===== src/rtl/irq_arb_pkg.sv =====
package irq_arb_pkg;
  localparam int LVL_W      = 3;
  localparam int N_LVL      = 1 << LVL_W;
  localparam int CSR_W      = 12;
  localparam int LO_LVL_LSB = 0;
  localparam int HI_LVL_LSB = 3;
  localparam int XDIS_B     = 6;
  localparam int INIT_B     = 7;
  localparam int LO_PEND_B  = 10;
  localparam int HI_PEND_B  = 11;

  localparam logic [CSR_W-1:0] CSR_STORE_MASK = 12'h07F;
  localparam logic [CSR_W-1:0] CSR_INIT_KEEP  = 12'h040;
  localparam logic [CSR_W-1:0] CSR_READ_ZERO  = 12'h080;

  // One-hot of a group level, suppressed for level 0 or an idle group
  function automatic logic [N_LVL-1:0] lvl_onehot(input logic [LVL_W-1:0] lvl,
                                                  input logic any_req);
    lvl_onehot = '0;
    if (any_req && lvl != '0) lvl_onehot[lvl] = 1'b1;
  endfunction

  // Pending-flag overlay for a status register
  function automatic logic [CSR_W-1:0] pend_bits(input logic hi, input logic lo);
    pend_bits = '0;
    pend_bits[HI_PEND_B] = hi;
    pend_bits[LO_PEND_B] = lo;
  endfunction
endpackage


===== src/rtl/irq_csr.sv =====
module irq_csr
  import irq_arb_pkg::*;
(
  input  logic             clk,
  input  logic             rst_n,
  input  logic             rd,
  input  logic             wr,
  input  logic [CSR_W-1:0] wdata,
  input  logic             hi_live,
  input  logic             lo_live,
  output logic [CSR_W-1:0] csr_q,
  output logic [CSR_W-1:0] view,
  output logic             init_pulse
);
  logic [CSR_W-1:0] live;
  logic [CSR_W-1:0] wr_val;

  assign live   = pend_bits(hi_live, lo_live);
  assign view   = (csr_q | live) & ~CSR_READ_ZERO;
  assign wr_val = wdata[INIT_B] ? (wdata & CSR_INIT_KEEP) : (wdata & CSR_STORE_MASK);

  always_ff @(posedge clk) begin
    if (!rst_n) begin
      csr_q      <= '0;
      init_pulse <= 1'b0;
    end else begin
      init_pulse <= wr && wdata[INIT_B];
      if (wr)      csr_q <= wr_val | live;
      else if (rd) csr_q <= view;
    end
  end
endmodule


===== src/rtl/irq_vec_table.sv =====
module irq_vec_table #(
  parameter int DEPTH = 32,
  parameter int VEC_W = 16,
  localparam int AW   = $clog2(DEPTH)
) (
  input  logic             clk,
  input  logic             rst_n,
  input  logic             we,
  input  logic [AW-1:0]    waddr,
  input  logic [VEC_W-1:0] wdata,
  input  logic [AW-1:0]    raddr,
  output logic [VEC_W-1:0] rdata
);
  logic [DEPTH-1:0][VEC_W-1:0] mem;

  always_ff @(posedge clk) begin
    if (!rst_n) mem <= '0;
    else if (we) mem[waddr] <= wdata;
  end

  assign rdata = mem[raddr];
endmodule


===== src/rtl/irq_pick.sv =====
module irq_pick
  import irq_arb_pkg::*;
#(
  parameter int N_REQ = 32,
  parameter int N_ADP = 2,
  parameter logic [N_ADP*N_REQ-1:0] HI_MAP = '0,
  parameter logic [N_ADP*N_REQ-1:0] LO_MAP = '0,
  localparam int IDX_W = $clog2(N_REQ),
  localparam int AI_W  = (N_ADP > 1) ? $clog2(N_ADP) : 1
) (
  input  logic [N_REQ-1:0]            pend,
  input  logic [N_ADP-1:0][LVL_W-1:0] hi_lvl,
  input  logic [N_ADP-1:0][LVL_W-1:0] lo_lvl,
  input  logic [LVL_W-1:0]            ack_level,
  output logic [N_ADP-1:0]            hi_any,
  output logic [N_ADP-1:0]            lo_any,
  output logic                        hit,
  output logic [AI_W-1:0]             adp,
  output logic [IDX_W-1:0]            idx,
  output logic [N_LVL-1:0]            lvl_mask
);
  logic [N_ADP-1:0][N_REQ-1:0] hi_req;
  logic [N_ADP-1:0][N_REQ-1:0] lo_req;
  logic [N_REQ-1:0]            win_grp;

  function automatic logic [IDX_W-1:0] lowest_set(input logic [N_REQ-1:0] v);
    lowest_set = '0;
    for (int i = N_REQ - 1; i >= 0; i--)
      if (v[i]) lowest_set = IDX_W'(i);
  endfunction

  for (genvar a = 0; a < N_ADP; a++) begin : g_grp
    assign hi_req[a] = pend & HI_MAP[a*N_REQ +: N_REQ];
    assign lo_req[a] = pend & LO_MAP[a*N_REQ +: N_REQ];
    assign hi_any[a] = |hi_req[a];
    assign lo_any[a] = |lo_req[a];
  end

  always_comb begin
    lvl_mask = '0;
    for (int a = 0; a < N_ADP; a++)
      lvl_mask = lvl_mask | lvl_onehot(hi_lvl[a], hi_any[a])
                          | lvl_onehot(lo_lvl[a], lo_any[a]);
  end

  always_comb begin
    hit     = 1'b0;
    adp     = '0;
    win_grp = '0;
    for (int a = 0; a < N_ADP; a++) begin
      if (!hit && ack_level != '0 && hi_lvl[a] == ack_level && hi_any[a]) begin
        hit = 1'b1; adp = AI_W'(a); win_grp = hi_req[a];
      end
      if (!hit && ack_level != '0 && lo_lvl[a] == ack_level && lo_any[a]) begin
        hit = 1'b1; adp = AI_W'(a); win_grp = lo_req[a];
      end
    end
  end

  assign idx = lowest_set(win_grp);
endmodule


===== src/rtl/irq_level_arb.sv =====
module irq_level_arb
  import irq_arb_pkg::*;
#(
  parameter int N_REQ = 32,
  parameter int N_ADP = 2,
  parameter int VEC_W = 16,
  parameter logic [N_ADP*N_REQ-1:0] HI_MAP = 64'h0000_0F00_0000_000F,
  parameter logic [N_ADP*N_REQ-1:0] LO_MAP = 64'h0000_F000_0000_00F0,
  localparam int IDX_W = $clog2(N_REQ),
  localparam int AI_W  = (N_ADP > 1) ? $clog2(N_ADP) : 1,
  localparam int ADP_CW = AI_W + 1
) (
  input  logic               clk,
  input  logic               rst_n,
  input  logic [N_REQ-1:0]   req_set,
  output logic [N_REQ-1:0]   req_pend,
  output logic [N_LVL-1:0]   lvl_mask,
  input  logic               ack_valid,
  input  logic [LVL_W-1:0]   ack_level,
  output logic               ack_done,
  output logic               ack_hit,
  output logic [ADP_CW-1:0]  ack_adapter,
  output logic [VEC_W-1:0]   ack_vector,
  input  logic               vt_we,
  input  logic [IDX_W-1:0]   vt_addr,
  input  logic [VEC_W-1:0]   vt_data,
  input  logic               csr_rd,
  input  logic               csr_wr,
  input  logic [AI_W-1:0]    csr_sel,
  input  logic [CSR_W-1:0]   csr_wdata,
  output logic [CSR_W-1:0]   csr_rdata,
  output logic [N_ADP-1:0]   dev_reset
);
  logic [N_ADP-1:0][CSR_W-1:0] csr_q;
  logic [N_ADP-1:0][CSR_W-1:0] csr_view;
  logic [N_ADP-1:0][LVL_W-1:0] hi_lvl;
  logic [N_ADP-1:0][LVL_W-1:0] lo_lvl;
  logic [N_ADP-1:0]            hi_any;
  logic [N_ADP-1:0]            lo_any;

  // Internal events, named for the checker
  logic                pick_hit;
  logic [AI_W-1:0]     pick_adp;
  logic [IDX_W-1:0]    pick_idx;
  logic                ack_take;
  logic [N_REQ-1:0]    ack_clear;
  logic [VEC_W-1:0]    table_vec;

  for (genvar a = 0; a < N_ADP; a++) begin : g_adp
    assign hi_lvl[a] = csr_q[a][HI_LVL_LSB +: LVL_W];
    assign lo_lvl[a] = csr_q[a][LO_LVL_LSB +: LVL_W];

    irq_csr u_csr (
      .clk        (clk),
      .rst_n      (rst_n),
      .rd         (csr_rd && csr_sel == AI_W'(a)),
      .wr         (csr_wr && csr_sel == AI_W'(a)),
      .wdata      (csr_wdata),
      .hi_live    (hi_any[a]),
      .lo_live    (lo_any[a]),
      .csr_q      (csr_q[a]),
      .view       (csr_view[a]),
      .init_pulse (dev_reset[a])
    );
  end

  irq_pick #(
    .N_REQ (N_REQ), .N_ADP (N_ADP), .HI_MAP (HI_MAP), .LO_MAP (LO_MAP)
  ) u_pick (
    .pend      (req_pend),
    .hi_lvl    (hi_lvl),
    .lo_lvl    (lo_lvl),
    .ack_level (ack_level),
    .hi_any    (hi_any),
    .lo_any    (lo_any),
    .hit       (pick_hit),
    .adp       (pick_adp),
    .idx       (pick_idx),
    .lvl_mask  (lvl_mask)
  );

  irq_vec_table #(.DEPTH (N_REQ), .VEC_W (VEC_W)) u_vt (
    .clk   (clk),
    .rst_n (rst_n),
    .we    (vt_we),
    .waddr (vt_addr),
    .wdata (vt_data),
    .raddr (pick_idx),
    .rdata (table_vec)
  );

  assign ack_take  = ack_valid && pick_hit;
  assign ack_clear = ack_take ? (N_REQ'(1) << pick_idx) : '0;

  always_ff @(posedge clk) begin
    if (!rst_n) begin
      req_pend    <= '0;
      ack_done    <= 1'b0;
      ack_hit     <= 1'b0;
      ack_adapter <= '0;
      ack_vector  <= '0;
      csr_rdata   <= '0;
    end else begin
      req_pend    <= (req_pend & ~ack_clear) | req_set;
      ack_done    <= ack_valid;
      ack_hit     <= ack_take;
      ack_adapter <= ack_take ? {pick_adp, 1'b1} : '0;
      ack_vector  <= ack_take ? table_vec : '0;
      if (csr_rd) csr_rdata <= csr_view[csr_sel];
    end
  end
endmodule


===== config.mk =====
export PLATFORM = sky130hd
export DESIGN_NAME = irq_level_arb
export DESIGN_NICKNAME = d
export VERILOG_FILES = /design/src/rtl/irq_arb_pkg.sv /design/src/rtl/irq_csr.sv /design/src/rtl/irq_vec_table.sv /design/src/rtl/irq_pick.sv /design/src/rtl/irq_level_arb.sv
export SDC_FILE = /design/constraint.sdc
export NUM_CORES = 1
export LEC_CHECK = 0
export BUFFER_PORTS_ARGS = -buffer_cell sky130_fd_sc_hd__clkbuf_2
export CAP_MARGIN = 5
export CELL_PAD_IN_SITES_DETAIL_PLACEMENT = 0
export CELL_PAD_IN_SITES_GLOBAL_PLACEMENT = 1
export CORE_AREA = 8 8 195 197
export DETAILED_ROUTE_END_ITERATION = 12
export DIE_AREA = 0 0 203 205
export PLACE_DENSITY_LB_ADDON = 0.05
export SYNTH_ARGS = -nofsm -noshare
export SYNTH_HDL_FRONTEND = slang
export SYNTH_SLANG_ARGS = --single-unit

===== constraint.sdc =====
create_clock -name clk -period 3.91 [get_ports clk]
set_clock_uncertainty 0.05 [all_clocks]
set_input_delay 0.782 -clock clk [delete_from_list [all_inputs] [get_ports clk]]
set_output_delay 0.782 -clock clk [all_outputs]
set_load 0.005 [all_outputs]

-- Yosys cells after proc, flatten, opt, wreduce, memory -nomap -nowiden
Cells that the tools add are included.
- bits in latches: 0
- output and inout port bits: 74
- memories: 0
- input bits: 75
- bits in writable memories: 0
- register bits after elaboration: 602
- bits in read-only memories: 0
- equal/unequal tests: 4
- $lt $le $gt $ge: 12
- div/mod/pow operators: 0
- $add $sub $neg: 0
- mux-type cells: 68
- bitwise operators: 11
- shift-type cells: 1
- $mul: 0
- reductions and logical operators: 42
- operators by type and width (operator ; number):
    512-bit bitwise mux ; 1
    5-bit 2-to-1 mux ; 32
    32-bit 2-to-1 mux ; 3
    16-bit binary-select mux with 5-bit select ; 1
    16-bit demux with 5-bit select ; 1
    12-bit 2-to-1 mux ; 6
    8-bit 2-to-1 mux ; 5
    32-bit bitwise AND ; 1
    16-bit 2-to-1 mux ; 2
    32-bit NOT ; 1
    32-bit bitwise OR ; 1
    1-bit by 5-bit left shift with 32-bit output (first input constant) ; 1
    1-bit logical AND ; 27
    12-bit bitwise OR ; 2
    7-bit by 12-bit bitwise OR with 12-bit output ; 2
    8-bit bitwise OR ; 3
    3-bit by 4-bit less-than comparator with 1-bit output (second input constant) ; 4
    4-bit OR reduction ; 4
    3-bit nonzero test ; 5
    1-bit demux with 3-bit select ; 4
    3-bit equality test ; 4
    3-bit by 1-bit greater-or-equal comparator with 1-bit output (second input constant) ; 4
    5-bit by 6-bit less-than comparator with 1-bit output (second input constant) ; 2
    1-bit 2-to-1 mux ; 11
    other kinds (8) ; 11

-- Longest topological paths before layout
- depth after elaboration: 56
- gate-level depth with buffers: 11
- depth with buffers taken out: 8

-- By module
Synthesis repeated with hierarchy kept, for this count alone.
- cell total of the unflattened synthesis: 3326
- area, all modules: 28288.4 um^2
- by module, submodules not included (module ; cells each ; area an instance (um^2) ; seq. area each (um^2) ; instances):
    irq_vec_table ; 2849 ; 24036.8 ; 10249.8 ; 1
    irq_level_arb ; 259 ; 2549.9 ; 1261.2 ; 1
    irq_csr ; 56 ; 518.0 ; 200.2 ; 2
    irq_pick ; 106 ; 665.6 ; 0.0 ; 1

-- Worst setup path after synthesis
OpenSTA, ideal clock, no wires.
- kind: input to register
- from: input port ack_level[0]
- to: register req_pend[6]
- arrival: 3124 ps
- setup time: 115 ps
- data required time: 3745 ps
- stages on the path: 10
- path slack: 622 ps
- cells stage by stage: buf_4 -> xor2_1 -> or4_4 -> a211o_1 -> a311o_1 -> or2_1 -> buf_6 -> buf_8 -> o31a_1 -> o21a_1
- longest elaborated chain between the ends: 56
- RTL lines (element ; RTL line ; RTL):
    from (decl) ; irq_level_arb.sv:19 ; input logic [LVL_W-1:0] ack_level,
    3-bit equality test or 3-bit nonzero test (tied branches) ; irq_pick.sv:51, irq_pick.sv:54 ;
    1-bit logical AND (2 in a row) ; irq_pick.sv:51 ; if (!hit && ack_level != '0 && hi_lvl[a] == ack_level && hi_any[a]) begin
    1-bit 2-to-1 mux ; irq_pick.sv:51 ;
    1-bit zero test ; irq_pick.sv:54 ; if (!hit && ack_level != '0 && lo_lvl[a] == ack_level && lo_any[a]) begin
    1-bit logical AND (3 in a row) ; irq_pick.sv:54 ;
    1-bit 2-to-1 mux ; irq_pick.sv:54 ;
    1-bit zero test ; irq_pick.sv:51 ;
    1-bit logical AND (3 in a row) ; irq_pick.sv:51 ;
    [2 not listed] ; - ;
    1-bit logical AND (3 in a row) ; irq_pick.sv:54 ;
    32-bit 2-to-1 mux ; irq_pick.sv:54 ;
    5-bit 2-to-1 mux (32 in a row) ; irq_pick.sv:29 ; if (v[i]) lowest_set = IDX_W'(i);
    1-bit by 5-bit left shift with 32-bit output ; irq_level_arb.sv:93 ; assign ack_clear = ack_take ? (N_REQ'(1) << pick_idx) : '0;
    32-bit 2-to-1 mux (*) ; irq_level_arb.sv:93 ;
    32-bit NOT (*) ; irq_level_arb.sv:104 ; req_pend <= (req_pend & ~ack_clear) | req_set;
    32-bit bitwise AND (*) ; irq_level_arb.sv:104 ;
    32-bit bitwise OR (*) ; irq_level_arb.sv:104 ;
    to (signal assigned) ; irq_level_arb.sv:104 ;
    to (decl) ; irq_level_arb.sv:16 ; output logic [N_REQ-1:0] req_pend,
Every way passes the cells marked *; elsewhere a longest branch is shown, timed or not.
A chain may end at the register's enable or synchronous reset.

-- Worst setup path in the final report
- from: register g_adp[1].u_csr.csr_q[0]
- to: register ack_vector[15]
- longest elaborated chain between the ends: 38
- RTL lines (element ; RTL line ; RTL):
    from (decl) ; irq_csr.sv:11 ; output logic [CSR_W-1:0] csr_q,
    from (signal assigned) ; irq_csr.sv:28 ; if (wr) csr_q <= wr_val | live;
    from (signal assigned) ; irq_csr.sv:29 ; else if (rd) csr_q <= view;
    3-bit equality test (*) ; irq_pick.sv:54 ;
    1-bit logical AND (*) (2 in a row) ; irq_pick.sv:54 ;
    32-bit 2-to-1 mux ; irq_pick.sv:54 ;
    5-bit 2-to-1 mux (32 in a row) ; irq_pick.sv:29 ;
    16-bit binary-select mux with 5-bit select ; irq_vec_table.sv:21 ; assign rdata = mem[raddr];
    16-bit 2-to-1 mux (implied by the code) ; irq_vec_table.sv:21 ;
    to (signal assigned) ; irq_level_arb.sv:108 ; ack_vector <= ack_take ? table_vec : '0;
    to (decl) ; irq_level_arb.sv:23 ; output logic [VEC_W-1:0] ack_vector,
Every way passes the cells marked *; elsewhere a longest branch is shown, timed or not. The select of a mux whose other input is x is not followed.

==> impl_metrics.csv <==
group,metric,value,unit
timing,max_freq,296,MHz
critical_path,cp_num_buf_inv,0,
timing,setup_viol,0,
detailed_routing,avgViaCountPerCell,5.53,
grt,grt_start_max_net_pins,123,
synth,yosysWarnings,0,
critical_path,reg2reg_from,"g_adp[1].u_csr.csr_q[0]",
critical_path,critPathKind,"reg -> reg",
placement,place.port_buffers,140,
critical_path,cp.arrival,3740,ps
grt,grt_pass1_vias,12803,
power,leakage,6.39,nW
critical_path,crit_slowest_cell,"or4_4",
clock_tree,cts.repair.resized,0,
clock_tree,clkTransAtPathRegs,60,ps
synth,synthArstFlopShare,0,
synth,synth_top_cell_by_area,"dfxtp_1",
power,peakVddDrop,0.000308,V
clock_tree,h-tree-depth,2,
detailed_routing,vias,13741,
detailed_routing,drt_iter0_drc,1264,
critical_path,crit_family,"compound AO/OA/AOI/OAI gates",
synth,synth-main-ff-cell,"dfxtp_1",
final_layout,multi_input_area,7750,µm²
critical_path,r2r_cells,8,
synth,synth_top_area_frac,0.442,
floorplanning,die_h,205,µm
synth,ys_top_cells_by_area,"dfxtp_1 44%, nand2_1 16%, a21boi_0 13%, a21oi_1 4.1%, clkbuf_1 3.1%",
synth,ys_types,66,
critical_path,endpoint_kind,"flop",
timing,setup_ws,537,ps
detailed_routing,routedWlPerCell,20.9,µm
job,max_cap_violations,0,
floorplanning,core-area,35000,µm²
synth,synth-edff-count,0,
power,p_total,7.77,mW
floorplanning,ioPinCount,149,
clock_tree,clk_latency,550,ps
clock_tree,cts_setup_buffers,0,
detailed_routing,finalWirelength,52000,µm
grt,grt_pass1_wl,79000,µm
hold_path,hold_start,"req_set[1]",
detailed_routing,drt_pass1_iterations,5,
synth,syn_area_per_cell,7.92,µm²
hold_path,whs_path_depth,2,
critical_path,crit_chain,"xor2_1, or4_4, a2111o_1, and3_4, o21a_2, mux2_2, o221ai_1, o41ai_2",
power,power.density,440,nW/µm²
hold_path,hold_path.class,"in -> reg",
synth,yosysSeqAreaShare,0.442,
hold_path,holdPathEnd,"req_pend[1]",
floorplanning,die_area,41600,µm²
floorplanning,initial_core_util,0.435,
timing,finalSetupTns,0,ps
critical_path,crit_required,4280,ps
clock_tree,postCtsHoldBufs,0,
status,status,"complete, no violations",
placement,pre_cts_ws,63.3,ps
critical_path,rr_endpoint,"ack_vector[15]",
clock_tree,numCtsBuffers,40,
placement,place_area,16400,µm²
final_layout,fin_area,17700,µm²
critical_path,worst-path-max-fanout,17,
synth,syn_inst,1920,
critical_path,start_kind,"flop",
detailed_routing,drc,0,
timing,min_period_over_period,0.863,
floorplanning,rows,69,
timing,slew_headroom,0.259,
final_layout,syn2layout_area_growth,16.1,%
final_layout,fillers,3498,
critical_path,max_stage_delay,540,ps
grt,antenna_found_initial,1,
final_layout,num_antenna_cells,0,
final_layout,ff_latch_area,6730,µm²
grt,overflow,0,
critical_path,ff2ff_setup_slack,540,ps
timing,timing.hold.ws,383,ps
timing,min_period,3370,ps
timing,grt_setup_unrepaired,"no",
clock_tree,cts_tree,"done",
timing,tightestPinTransition,1110,ps
timing,report.final.hold_viol_count,0,
final_layout,nNetsFinal,2070,
final_layout,layout-drive-gt1-share,0.142,
placement,gp_congestion,0.857,
clock_tree,cts.sinks,336,
placement,place_hpwl,33800,µm
synth,ys_seq_elements,336,
synth,synth_area,15200,µm²
grt,grtUsageTotal,0.244,
clock_tree,cts_root_buf,"clkbuf_16",
timing,report.final.slew_viol_count,0,
floorplanning,die_w,203,µm
detailed_routing,ant_nets,0,
clock_tree,clk_path_buf_depth,3,
[stage by stage]
stage               utilization  std cells
floorplan                     -       1923
global placement          0.468       2414
detailed placement        0.468       2414
CTS                       0.505       2483
global route              0.505       2483
finish                    0.505       2483
[state kept, by name, indices dropped and copies added (netlist names)]
| register | flops |
|---|---|
| req_pend | 32 |
| csr_rdata | 9 |
| ack_hit | 1 |
| g_adp.u_csr.init_pulse | 2 |
| u_vt.mem | 256 |
| ack_done | 1 |
| g_adp.u_csr.csr_q | 18 |
| ack_adapter | 1 |
| ack_vector | 16 |
[kinds of logic after synthesis]
logic type / Yosys count / share of synthesized area
simple gates: 797 / 0.214
xor+xnor: 10 / 0.00576
flops: 336 / 0.442
mux: 11 / 0.00757
buf+inv: 182 / 0.0523
other cells: 1 / 0.000247
compound gates: 583 / 0.277
[synthesized netlist by cell type (all sizes together), types with 3 or more instances]
cell       n
nor4       6
xor2       9
a221o     14
o211ai     5
or4        3
o22ai      7
nor3b     14
o21ai     13
nand3     11
mux2       4
o221ai     4
or3        3
a21o       4
a211o      9
o311ai     5
nor2      42
nor2b     19
inv       10
o31a      14
a22oi      9
clkbuf   126
a221oi    16
a21oi    125
and2       4
a311oi     3
a211oi    11
dfxtp    336
o211a      7
buf       46
a21boi   258
a31oi      5
nor3      15
mux2i      7
o2bb2ai    7
o21a      35
nand2    660
a22o      23
nand2b    11
[routing by layer]
layer  GRT usage  vias to the layer above  wire (µm)
met5           0                        -         10
met4      0.0671                        2       1120
met3      0.0408                       75       3180
met2       0.388                      386      23600
met1       0.337                     6617      24100
li1            -                     6661          -
[area by class of cell]
type,instances,area share
clock buffer,63,0.0702
tap,461,0.0327
multi-input combinational,1405,0.439
sequential,336,0.381
inverter,10,0.00213
clock inverter,6,0.00333
timing repair buffer,202,0.0714
[how the worst max path moves through the flow]
stage | start | to | slack, ps | cells past startpoint
6_report | g_adp[1].u_csr.csr_q[0] | ack_vector[15] | 540 | 8
5_1_grt | g_adp[0].u_csr.csr_q[1] | ack_vector[14] | 420 | 9
4_1_cts | g_adp[1].u_csr.csr_q[0] | ack_vector[15] | 570 | 8
3_5_place_dp | ack_level[2] | ack_vector[15] | 60 | 9
3_3_place_gp | ack_level[2] | ack_vector[15] | 90 | 9
2_1_floorplan | ack_level[0] | req_pend[6] | 620 | 10
[placed cells by master (no fill, tap or decap), types with 16 or more instances in the layout]
master / count
nor2_1: 40
buf_4: 55
dfxtp_1: 336
o21a_1: 34
a22o_1: 23
nor2b_1: 19
nand2_1: 659
a221oi_1: 16
clkbuf_16: 41
a21boi_0: 258
a21oi_1: 125
clkbuf_2: 139
[where the power goes]
part           internal [mW]  total, mW  leakage (nW)  switching [mW]
Clock                   2.23       3.70         0.644            1.47
Combinational          0.205      0.543          3.03           0.337
Sequential              3.48       3.53          2.72          0.0490
No activity file was read; power rests on OpenSTA's default activity.
